===== config.mk =====
export PLATFORM = sky130hd
export DESIGN_NAME = ddr2_init_seq
export DESIGN_NICKNAME = d
export VERILOG_FILES = /design/src/rtl/ddr2_init_pkg.sv /design/src/rtl/ddr2_init_timer.sv /design/src/rtl/ddr2_init_cmd_table.sv /design/src/rtl/ddr2_init_seq.sv
export SDC_FILE = /design/constraint.sdc
export NUM_CORES = 1
export LEC_CHECK = 0
export ABC_AREA = 1
export BUFFER_PORTS_ARGS = -buffer_cell sky130_fd_sc_hd__buf_2
export CAP_MARGIN = 20
export CORE_MARGIN = 2
export CORE_UTILIZATION = 42
export CTS_BUF_LIST = sky130_fd_sc_hd__clkbuf_8
export CTS_CLUSTER_SIZE = 8
export DETAILED_ROUTE_END_ITERATION = 6
export PLACE_DENSITY = 0.83
export SYNTH_ARGS = -nofsm -noshare
export SYNTH_HDL_FRONTEND = slang
export SYNTH_SLANG_ARGS = --single-unit

===== constraint.sdc =====
create_clock -name clk -period 2.1 [get_ports clk]
set_input_delay 0.42 -clock clk [delete_from_list [all_inputs] [get_ports clk]]
set_output_delay 0.42 -clock clk [all_outputs]
set_load 0.005 [all_outputs]

===== src/rtl/ddr2_init_pkg.sv =====
package ddr2_init_pkg;

  typedef enum logic [3:0] {
    ST_IDLE    = 4'd0,
    ST_PHY_CLK = 4'd1,
    ST_PHY_RST = 4'd2,
    ST_CAL     = 4'd3,
    ST_WAIT    = 4'd4,
    ST_CMD     = 4'd5,
    ST_GAP     = 4'd6,
    ST_REG_TIM = 4'd7,
    ST_REG_LAT = 4'd8,
    ST_REG_CFG = 4'd9,
    ST_DONE    = 4'd10
  } seq_state_e;

  // PHY control word layout
  localparam int PHY_CTRL_W  = 3;
  localparam int PHY_RST_BIT = 0;
  localparam int CAL_RST_BIT = 1;
  localparam int CAL_GO_BIT  = 2;

  // controller register selects
  localparam int          REG_SEL_W   = 2;
  localparam logic [1:0]  SEL_TIMING  = 2'd0;
  localparam logic [1:0]  SEL_LATENCY = 2'd1;
  localparam logic [1:0]  SEL_CONFIG  = 2'd2;

  // length of the memory command list
  localparam int NUM_CMDS = 12;

endpackage


===== src/rtl/ddr2_init_timer.sv =====
module ddr2_init_timer #(
  parameter int CNT_W = 8
) (
  input  logic             clk,
  input  logic             rst_n,
  input  logic             load,
  input  logic [CNT_W-1:0] load_val,
  output logic             expired
);

  logic [CNT_W-1:0] cnt_q;
  logic [CNT_W-1:0] cnt_d;
  logic             cnt_en;

  always_comb begin
    cnt_en = load || (cnt_q != '0);
    cnt_d  = load ? load_val : (cnt_q - 1'b1);
  end

  always_ff @(posedge clk or negedge rst_n) begin
    if (!rst_n) begin
      cnt_q <= '0;
    end else if (cnt_en) begin
      cnt_q <= cnt_d;
    end
  end

  assign expired = (cnt_q == '0);

endmodule


===== src/rtl/ddr2_init_cmd_table.sv =====
module ddr2_init_cmd_table #(
  parameter int               CODE_W          = 8,
  parameter int               ARG_W           = 16,
  parameter int               IDX_W           = 4,
  parameter logic [CODE_W-1:0] CODE_DESELECT  = 8'h01,
  parameter logic [CODE_W-1:0] CODE_PRECHARGE = 8'h02,
  parameter logic [CODE_W-1:0] CODE_EMR2      = 8'h03,
  parameter logic [CODE_W-1:0] CODE_EMR3      = 8'h04,
  parameter logic [CODE_W-1:0] CODE_EMR       = 8'h05,
  parameter logic [CODE_W-1:0] CODE_MR        = 8'h06,
  parameter logic [CODE_W-1:0] CODE_REFRESH   = 8'h07,
  parameter logic [ARG_W-1:0]  ARG_PRE_ALL    = 16'h0400,
  parameter logic [ARG_W-1:0]  ARG_DLL_EN     = 16'h0000,
  parameter logic [ARG_W-1:0]  ARG_DLL_RST    = 16'h0100,
  parameter logic [ARG_W-1:0]  ARG_DRV_DFLT   = 16'h0380,
  parameter logic [ARG_W-1:0]  ARG_DRV_EXIT   = 16'h0000
) (
  input  logic [IDX_W-1:0]        idx,
  input  logic [2*ARG_W-1:0]      mode_val,
  output logic [CODE_W+ARG_W-1:0] word
);

  logic [CODE_W-1:0] code;
  logic [ARG_W-1:0]  arg;
  logic [ARG_W-1:0]  mode_lo;
  logic [ARG_W-1:0]  mode_hi;

  assign mode_lo = mode_val[ARG_W-1:0];
  assign mode_hi = mode_val[2*ARG_W-1:ARG_W];

  always_comb begin
    code = CODE_DESELECT;
    arg  = '0;
    case (int'(idx))
      0:  begin code = CODE_DESELECT;  arg = '0;                                    end
      1:  begin code = CODE_PRECHARGE; arg = ARG_PRE_ALL;                           end
      2:  begin code = CODE_EMR2;      arg = '0;                                    end
      3:  begin code = CODE_EMR3;      arg = '0;                                    end
      4:  begin code = CODE_EMR;       arg = ARG_DLL_EN;                            end
      5:  begin code = CODE_MR;        arg = ARG_DLL_RST;                           end
      6:  begin code = CODE_PRECHARGE; arg = ARG_PRE_ALL;                           end
      7:  begin code = CODE_REFRESH;   arg = '0;                                    end
      8:  begin code = CODE_REFRESH;   arg = '0;                                    end
      9:  begin code = CODE_MR;        arg = mode_lo;                               end
      10: begin code = CODE_EMR;       arg = ARG_DRV_DFLT | ARG_DLL_EN;             end
      11: begin code = CODE_EMR;       arg = ARG_DRV_EXIT | ARG_DLL_EN | mode_hi;   end
      default: begin code = CODE_DESELECT; arg = '0; end
    endcase
  end

  assign word = {code, arg};

endmodule


===== src/rtl/ddr2_init_seq.sv =====
module ddr2_init_seq
  import ddr2_init_pkg::*;
#(
  parameter int                CODE_W         = 8,
  parameter int                ARG_W          = 16,
  parameter int                REG_W          = 32,
  parameter int                WAIT_CYCLES    = 10000,
  parameter int                MIN_GAP        = 2,
  parameter logic [CODE_W-1:0] CODE_DESELECT  = 8'h01,
  parameter logic [CODE_W-1:0] CODE_PRECHARGE = 8'h02,
  parameter logic [CODE_W-1:0] CODE_EMR2      = 8'h03,
  parameter logic [CODE_W-1:0] CODE_EMR3      = 8'h04,
  parameter logic [CODE_W-1:0] CODE_EMR       = 8'h05,
  parameter logic [CODE_W-1:0] CODE_MR        = 8'h06,
  parameter logic [CODE_W-1:0] CODE_REFRESH   = 8'h07,
  parameter logic [ARG_W-1:0]  ARG_PRE_ALL    = 16'h0400,
  parameter logic [ARG_W-1:0]  ARG_DLL_EN     = 16'h0000,
  parameter logic [ARG_W-1:0]  ARG_DLL_RST    = 16'h0100,
  parameter logic [ARG_W-1:0]  ARG_DRV_DFLT   = 16'h0380,
  parameter logic [ARG_W-1:0]  ARG_DRV_EXIT   = 16'h0000,
  parameter logic [REG_W-1:0]  LATENCY_VAL    = 32'h0000_0013
) (
  input  logic                    clk,
  input  logic                    rst_n,
  input  logic                    start,
  input  logic                    cmd_ready,
  input  logic [2*ARG_W-1:0]      mode_val,
  input  logic [REG_W-1:0]        timing_val,
  input  logic [REG_W-1:0]        cfg_val,
  output logic                    phy_cfg_wr,
  output logic                    phy_ctrl_wr,
  output logic [2:0]              phy_ctrl_data,
  output logic                    cmd_valid,
  output logic [CODE_W+ARG_W-1:0] cmd_word,
  output logic                    reg_wr,
  output logic [1:0]              reg_sel,
  output logic [REG_W-1:0]        reg_data,
  output logic                    done
);

  localparam int  IDX_W     = $clog2(NUM_CMDS + 1);
  localparam int  TMR_MAX   = (WAIT_CYCLES > MIN_GAP) ? WAIT_CYCLES : MIN_GAP;
  localparam int  CNT_W     = $clog2(TMR_MAX + 1);
  localparam bit  HAS_GAP   = (MIN_GAP > 0);
  localparam int  GAP_LOAD  = HAS_GAP ? (MIN_GAP - 1) : 0;
  localparam int  WAIT_LOAD = (WAIT_CYCLES > 0) ? (WAIT_CYCLES - 1) : 0;

  // reset: asserted asynchronously, released on a clock edge
  logic [1:0] rst_sync_q;
  logic       srst_n;

  always_ff @(posedge clk or negedge rst_n) begin
    if (!rst_n) begin
      rst_sync_q <= 2'b00;
    end else begin
      rst_sync_q <= {rst_sync_q[0], 1'b1};
    end
  end

  assign srst_n = rst_sync_q[1];

  // state and command index
  seq_state_e       state_q, state_d;
  logic [IDX_W-1:0] idx_q, idx_d;
  logic             idx_en;
  logic             issue;
  logic             last_cmd;
  logic             tmr_load;
  logic [CNT_W-1:0] tmr_val;
  logic             tmr_expired;

  assign last_cmd = (idx_q == IDX_W'(NUM_CMDS - 1));

  always_comb begin
    state_d  = state_q;
    issue    = 1'b0;
    tmr_load = 1'b0;
    tmr_val  = '0;
    case (state_q)
      ST_IDLE:    if (start) state_d = ST_PHY_CLK;
      ST_PHY_CLK: state_d = ST_PHY_RST;
      ST_PHY_RST: state_d = ST_CAL;
      ST_CAL: begin
        tmr_load = 1'b1;
        tmr_val  = CNT_W'(WAIT_LOAD);
        state_d  = ST_WAIT;
      end
      ST_WAIT:    if (tmr_expired) state_d = ST_CMD;
      ST_CMD: begin
        if (cmd_ready) begin
          issue = 1'b1;
          if (HAS_GAP) begin
            tmr_load = 1'b1;
            tmr_val  = CNT_W'(GAP_LOAD);
            state_d  = ST_GAP;
          end else begin
            state_d  = last_cmd ? ST_REG_TIM : ST_CMD;
          end
        end
      end
      ST_GAP: begin
        if (tmr_expired) begin
          state_d = (idx_q == IDX_W'(NUM_CMDS)) ? ST_REG_TIM : ST_CMD;
        end
      end
      ST_REG_TIM: state_d = ST_REG_LAT;
      ST_REG_LAT: state_d = ST_REG_CFG;
      ST_REG_CFG: state_d = ST_DONE;
      ST_DONE:    state_d = ST_DONE;
      default:    state_d = ST_IDLE;
    endcase
  end

  assign idx_en = issue;
  assign idx_d  = idx_q + 1'b1;

  always_ff @(posedge clk or negedge srst_n) begin
    if (!srst_n) begin
      state_q <= ST_IDLE;
    end else begin
      state_q <= state_d;
    end
  end

  always_ff @(posedge clk or negedge srst_n) begin
    if (!srst_n) begin
      idx_q <= '0;
    end else if (idx_en) begin
      idx_q <= idx_d;
    end
  end

  ddr2_init_timer #(
    .CNT_W (CNT_W)
  ) u_timer (
    .clk      (clk),
    .rst_n    (srst_n),
    .load     (tmr_load),
    .load_val (tmr_val),
    .expired  (tmr_expired)
  );

  ddr2_init_cmd_table #(
    .CODE_W         (CODE_W),
    .ARG_W          (ARG_W),
    .IDX_W          (IDX_W),
    .CODE_DESELECT  (CODE_DESELECT),
    .CODE_PRECHARGE (CODE_PRECHARGE),
    .CODE_EMR2      (CODE_EMR2),
    .CODE_EMR3      (CODE_EMR3),
    .CODE_EMR       (CODE_EMR),
    .CODE_MR        (CODE_MR),
    .CODE_REFRESH   (CODE_REFRESH),
    .ARG_PRE_ALL    (ARG_PRE_ALL),
    .ARG_DLL_EN     (ARG_DLL_EN),
    .ARG_DLL_RST    (ARG_DLL_RST),
    .ARG_DRV_DFLT   (ARG_DRV_DFLT),
    .ARG_DRV_EXIT   (ARG_DRV_EXIT)
  ) u_cmd_table (
    .idx      (idx_q),
    .mode_val (mode_val),
    .word     (cmd_word)
  );

  // strobes decoded from state
  always_comb begin
    phy_cfg_wr    = (state_q == ST_PHY_CLK);
    phy_ctrl_wr   = (state_q == ST_PHY_RST) || (state_q == ST_CAL);
    phy_ctrl_data = '0;
    if (state_q == ST_PHY_RST) begin
      phy_ctrl_data[PHY_RST_BIT] = 1'b1;
      phy_ctrl_data[CAL_RST_BIT] = 1'b1;
    end
    if (state_q == ST_CAL) begin
      phy_ctrl_data[CAL_GO_BIT] = 1'b1;
    end
    cmd_valid = issue;
    reg_wr    = 1'b0;
    reg_sel   = SEL_TIMING;
    reg_data  = '0;
    case (state_q)
      ST_REG_TIM: begin reg_wr = 1'b1; reg_sel = SEL_TIMING;  reg_data = timing_val;  end
      ST_REG_LAT: begin reg_wr = 1'b1; reg_sel = SEL_LATENCY; reg_data = LATENCY_VAL; end
      ST_REG_CFG: begin reg_wr = 1'b1; reg_sel = SEL_CONFIG;  reg_data = cfg_val;     end
      default: ;
    endcase
    done = (state_q == ST_DONE);
  end

endmodule



# Word level (Yosys, flattened, before mapping)
# Index checks and enable logic that the tools add are counted.
# totals
ff_bits	24
input_bits	100
# op_classes
n_mux	19
n_reduce_logical	12
n_eq_ne	26
addsub	2
# ops
operator	n
32-bit case mux with 3 select lines	1
16-bit case mux with 5 select lines	1
4-bit case mux with 10 select lines	1
4-bit by 3-bit equality test with 1-bit output, second input constant	8
4-bit equality test, second input constant	8
14-bit case mux with 2 select lines	1
3-bit case mux with 6 select lines	1
4-bit by 2-bit equality test with 1-bit output, second input constant	4
4-bit two-way mux	4
14-bit zero test	1
14-bit two-way mux	1
14-bit nonzero test	1
14-bit by 1-bit subtractor with 14-bit output, second input constant	1
4-bit by 1-bit equality test with 1-bit output, second input constant	2
2-bit inequality test, second input constant	4
2-bit OR reduction	4
3-bit OR reduction	2
1-bit two-way mux	5
4-bit by 1-bit adder with 4-bit output, second input constant	1
4-bit zero test	1
2-bit two-way mux	2
2-bit case mux with 2 select lines	1
4-bit AND reduction	1
1-bit logical OR	2
1-bit case mux with 2 select lines	1

# Depth between registers and ports, before layout
# depth
word_depth	4
depth_mapped	9

# Hierarchy
# Synthesis repeated with hierarchy kept, for this count alone.
# unflattened
hier_cells	415
area_unflattened_um2	2581.2
# by_module_without_submodules
module	n_inst	area_each_um2	cells_each
ddr2_init_seq	1	1044.8	183
ddr2_init_timer	1	1008.5	144
ddr2_init_cmd_table	1	528.0	88

# Worst setup path after synthesis
# OpenSTA, ideal clock, no wires.
# synth_timing
path_kind	reg-to-output
startpoint	register idx_q[0]
endpoint	output port cmd_word[18]
slack_ns	0.429
path_stages_with_launch	6
t_arrival_ns	1.251
t_required_ns	1.680
n_path_buf	0
path_cell_list	dfrtp_1 inv_1 ha_1 nand3_1 nand3_1 or3_1
# synth_via
elab_chain_len	3
word_cells_on_any_way	16
cone_classes	11 x eq/ne; 1 x mux; 4 x reduce/logical
# synth_rtl
item	line	source
from (decl)	ddr2_init_seq.sv:64	logic [IDX_W-1:0] idx_q, idx_d;
from (signal assigned)	ddr2_init_seq.sv:129	idx_q <= idx_d;
4-bit equality test (tied with other cells)	ddr2_init_cmd_table.sv:34	case (int'(idx))
3-bit OR reduction (no line) or 2-bit OR reduction (tied branches)	-	
3-bit case mux with 6 select lines *	ddr2_init_cmd_table.sv:34	
to (decl)	ddr2_init_seq.sv:34	output logic [CODE_W+ARG_W-1:0] cmd_word,
# Mark *: on every way between the ends. The rest lies on a longest branch, timed or not.

# Worst setup path in the final report
# layout_timing
startpoint	register idx_q[0]
endpoint	output port cmd_word[16]
# The elaborated chain is that of the path after synthesis.

==> metrics.cfg <==
[placement]
port_buffers = 160
gp_congestion = 0.790
placed_cell_area_mm2 = 0.00309
dpl_worst_slack_ns = 0.194
place_inst = 527
dp_hpwl_um = 6200

[floorplanning]
initial_core_util = 0.436
row_count = 26
core_region_area_mm2 = 0.00514
die_area_mm2 = 0.00594
die_x_um = 77.0
die_y_um = 77.0
io_pins = 166

[global_route]
grt_pass1_wl_um = 12300
grt_pass1_vias = 2700
track_usage = 0.251
grt_max_degree = 29
antenna_found_initial = 1
gr-total-overflow = 0

[sta]
hold_violations = 0
rsz0062_at_grt = yes
period_needed_ns = 2.10
fmax_ghz = 0.477
skew_ns = 0.00304
whs_ns = 0.364
worst_slack_ns = 0.00163
finalSetupViolations = 0
finalCritPeriodShare = 0.999
drv_slew = 0
max-slew-margin-rel = 0.409
max_slew.worst_pin.slew_ns = 0.886

[critical_path]
regToRegEndpoint = u_timer.cnt_q[1]
r2r-start = u_timer.cnt_q[0]
max_stage_delay_ns = 0.47
path_max_fanout = 4
worstPathRequired_ns = 1.68
cp_data_arrival_time_ns = 1.68
crit_type = register to output pin
reg2reg_depth = 9
r2r_slack_ns = 0.50
startpoint_type = register
cpMaxStageDelayCell = dfrtp_2
worstPathCellList = ha_2 > inv_1 > o21ai_1 > o21bai_2 > nor2_1 > o21ai_0 > buf_2
endpoint_kind = output pin

[finish]
stdcell_count = 534
final_nets = 571
syn2layout_area_growth_pct = 46.2
diodes = 0
drive_gt1_frac = 0.478
final_area_mm2 = 0.00328

[power]
peakVddDrop_v = 0.000592
total_power_uw = 3560
power_density_mw_per_mm2 = 1090
p_leak_uw = 0.00187

[routing]
num_vias = 2796
viasPerCell = 5.24
drt-initial-drc-count = 128
drt-pass1-iter-count = 4
ant_nets = 0
wire_per_inst_um = 14.6
drc = 0
wl_um = 7800

[logic_synthesis]
synth_area_mm2 = 0.00224
yosysSeqAreaShare = 0.268
syn-mean-instance-area_um2 = 7.32
synthArstFlopShare = 1.00
yosys.area.top_type_share = 0.268
synth_most_common_cell = nand2_1
synthTopCellsByArea = dfrtp_1, a32o_1, nand2_1
synth-edff-count = 0
yosysUniqueCellTypes = 31
synth_top_cell_by_area = dfrtp_1
ys_warn_count = 0
synth_common_cells = nand2_1, inv_1, nor2_1
synth_seq_cells = 24
ys.flop_type = dfrtp_1
synthCells = 306

[cts]
cts_tree = built
numCtsBuffers = 3
clock_path_buffers = 2
clock_sinks = 24
clk_pin_slew_ns = 0.08
clockRootBuffer = clkbuf_8
insertion_delay_ns = 0.26
htreeDepth = 1

[min_path]
holdPathEnd = rst_sync_q[1]
hold_start = rst_sync_q[0]
hold_path_class = register to register
min_path_cells = 0

[flow_run]
drv_cap = 0

[run_status]
outcome = complete, no violations

## cell usage in the layout, fill, tap and decap left out, types with 4 or more instances in the layout
| cell | instances |
|---|---|
| dfrtp_2 | 4 |
| a22o_1 | 12 |
| inv_1 | 31 |
| dfrtp_1 | 20 |
| xor2_1 | 7 |
| a21oi_1 | 8 |
| nor2_1 | 29 |
| nand3_4 | 5 |
| nand2_2 | 7 |
| inv_4 | 5 |
| buf_4 | 6 |
| buf_2 | 160 |
| a32o_1 | 29 |
| nand2_1 | 55 |
| o21ai_0 | 10 |
| nand3_1 | 23 |
| inv_2 | 4 |
| nor2_2 | 7 |
| conb_1 | 6 |
## metal layers
metal | wire length, um | global-route usage
met2 | 3890 | 0.455
met5 | 13 | 0
met3 | 806 | 0.0812
met4 | 127 | 0.0589
met1 | 2950 | 0.285
## how the worst max path moves through the flow
stage,startpoint,to
after floorplan,idx_q[0],cmd_word[18]
final,idx_q[0],cmd_word[16]
after global routing,idx_q[0],cmd_word[16]
after detailed placement,idx_q[0],cmd_word[18]
after global placement,idx_q[0],cmd_word[18]
after CTS,idx_q[2],cmd_word[7]
## per-stage QoR
step | setup TNS (ns) | utilization
after floorplan | 0 | -
after global placement | 0 | 0.601
after detailed placement | 0 | 0.601
after CTS | -0.0176 | 0.615
after global routing | -0.233 | 0.638
final | 0 | 0.638
## logic make-up (layout without fill, tap and decap cells)
group                      after synthesis  count (layout)  synth area share
buffers and inverters                   60             214             0.122
DFF                                     24              24             0.268
and+or+nand+nor                        144             144             0.322
AOI/OAI and AO/OA                       64              64             0.229
other                                    2               6           0.00335
xor gates and xnor gates                 7               7            0.0274
adders and majority gates                5               5            0.0279
## state kept, by name, summed over array words and instances, names as in the netlist
name	count
state_q	4
u_timer.cnt_q	14
rst_sync_q	2
idx_q	4
## report_power, final
part           internal, uW  switching (uW)
Combinational           979            1450
Clock                   128             138
Sequential              656             208
Total                  1760            1800
## area by class of cell
class                      count  area, um2
multi-input combinational    226       1480
timing repair buffer         169        887
timing repair inverter         1       7.51
inverter                      41        170
clock buffer                   3       41.3
tap                           70       87.6
fill                         466       1860
sequential                    24        606
## what timing repair did
| action | in CTS | in global routing |
|---|---|---|
| pin swaps | 0 | 1 |
| gates resized for setup | 8 | 26 |
| endpoints found under the setup margin | 3 | 41 |
| endpoints found under the hold margin | 2 | 0 |
| buffers inserted | 0 | 2 |
| cloned | 0 | 1 |
| hold buffers | 1 | 0 |
## worst max-delay path, delay by kind of cell (launching register included)
kind	cells	cell delay (ns)
AO/OA/AOI/OAI	3	0.39
adder cells (fa/ha/maj)	1	0.23
buffers and inverters	2	0.23
flip-flops	1	0.47
AND/OR/NAND/NOR	1	0.09
(Power assumes the default switching activity.)
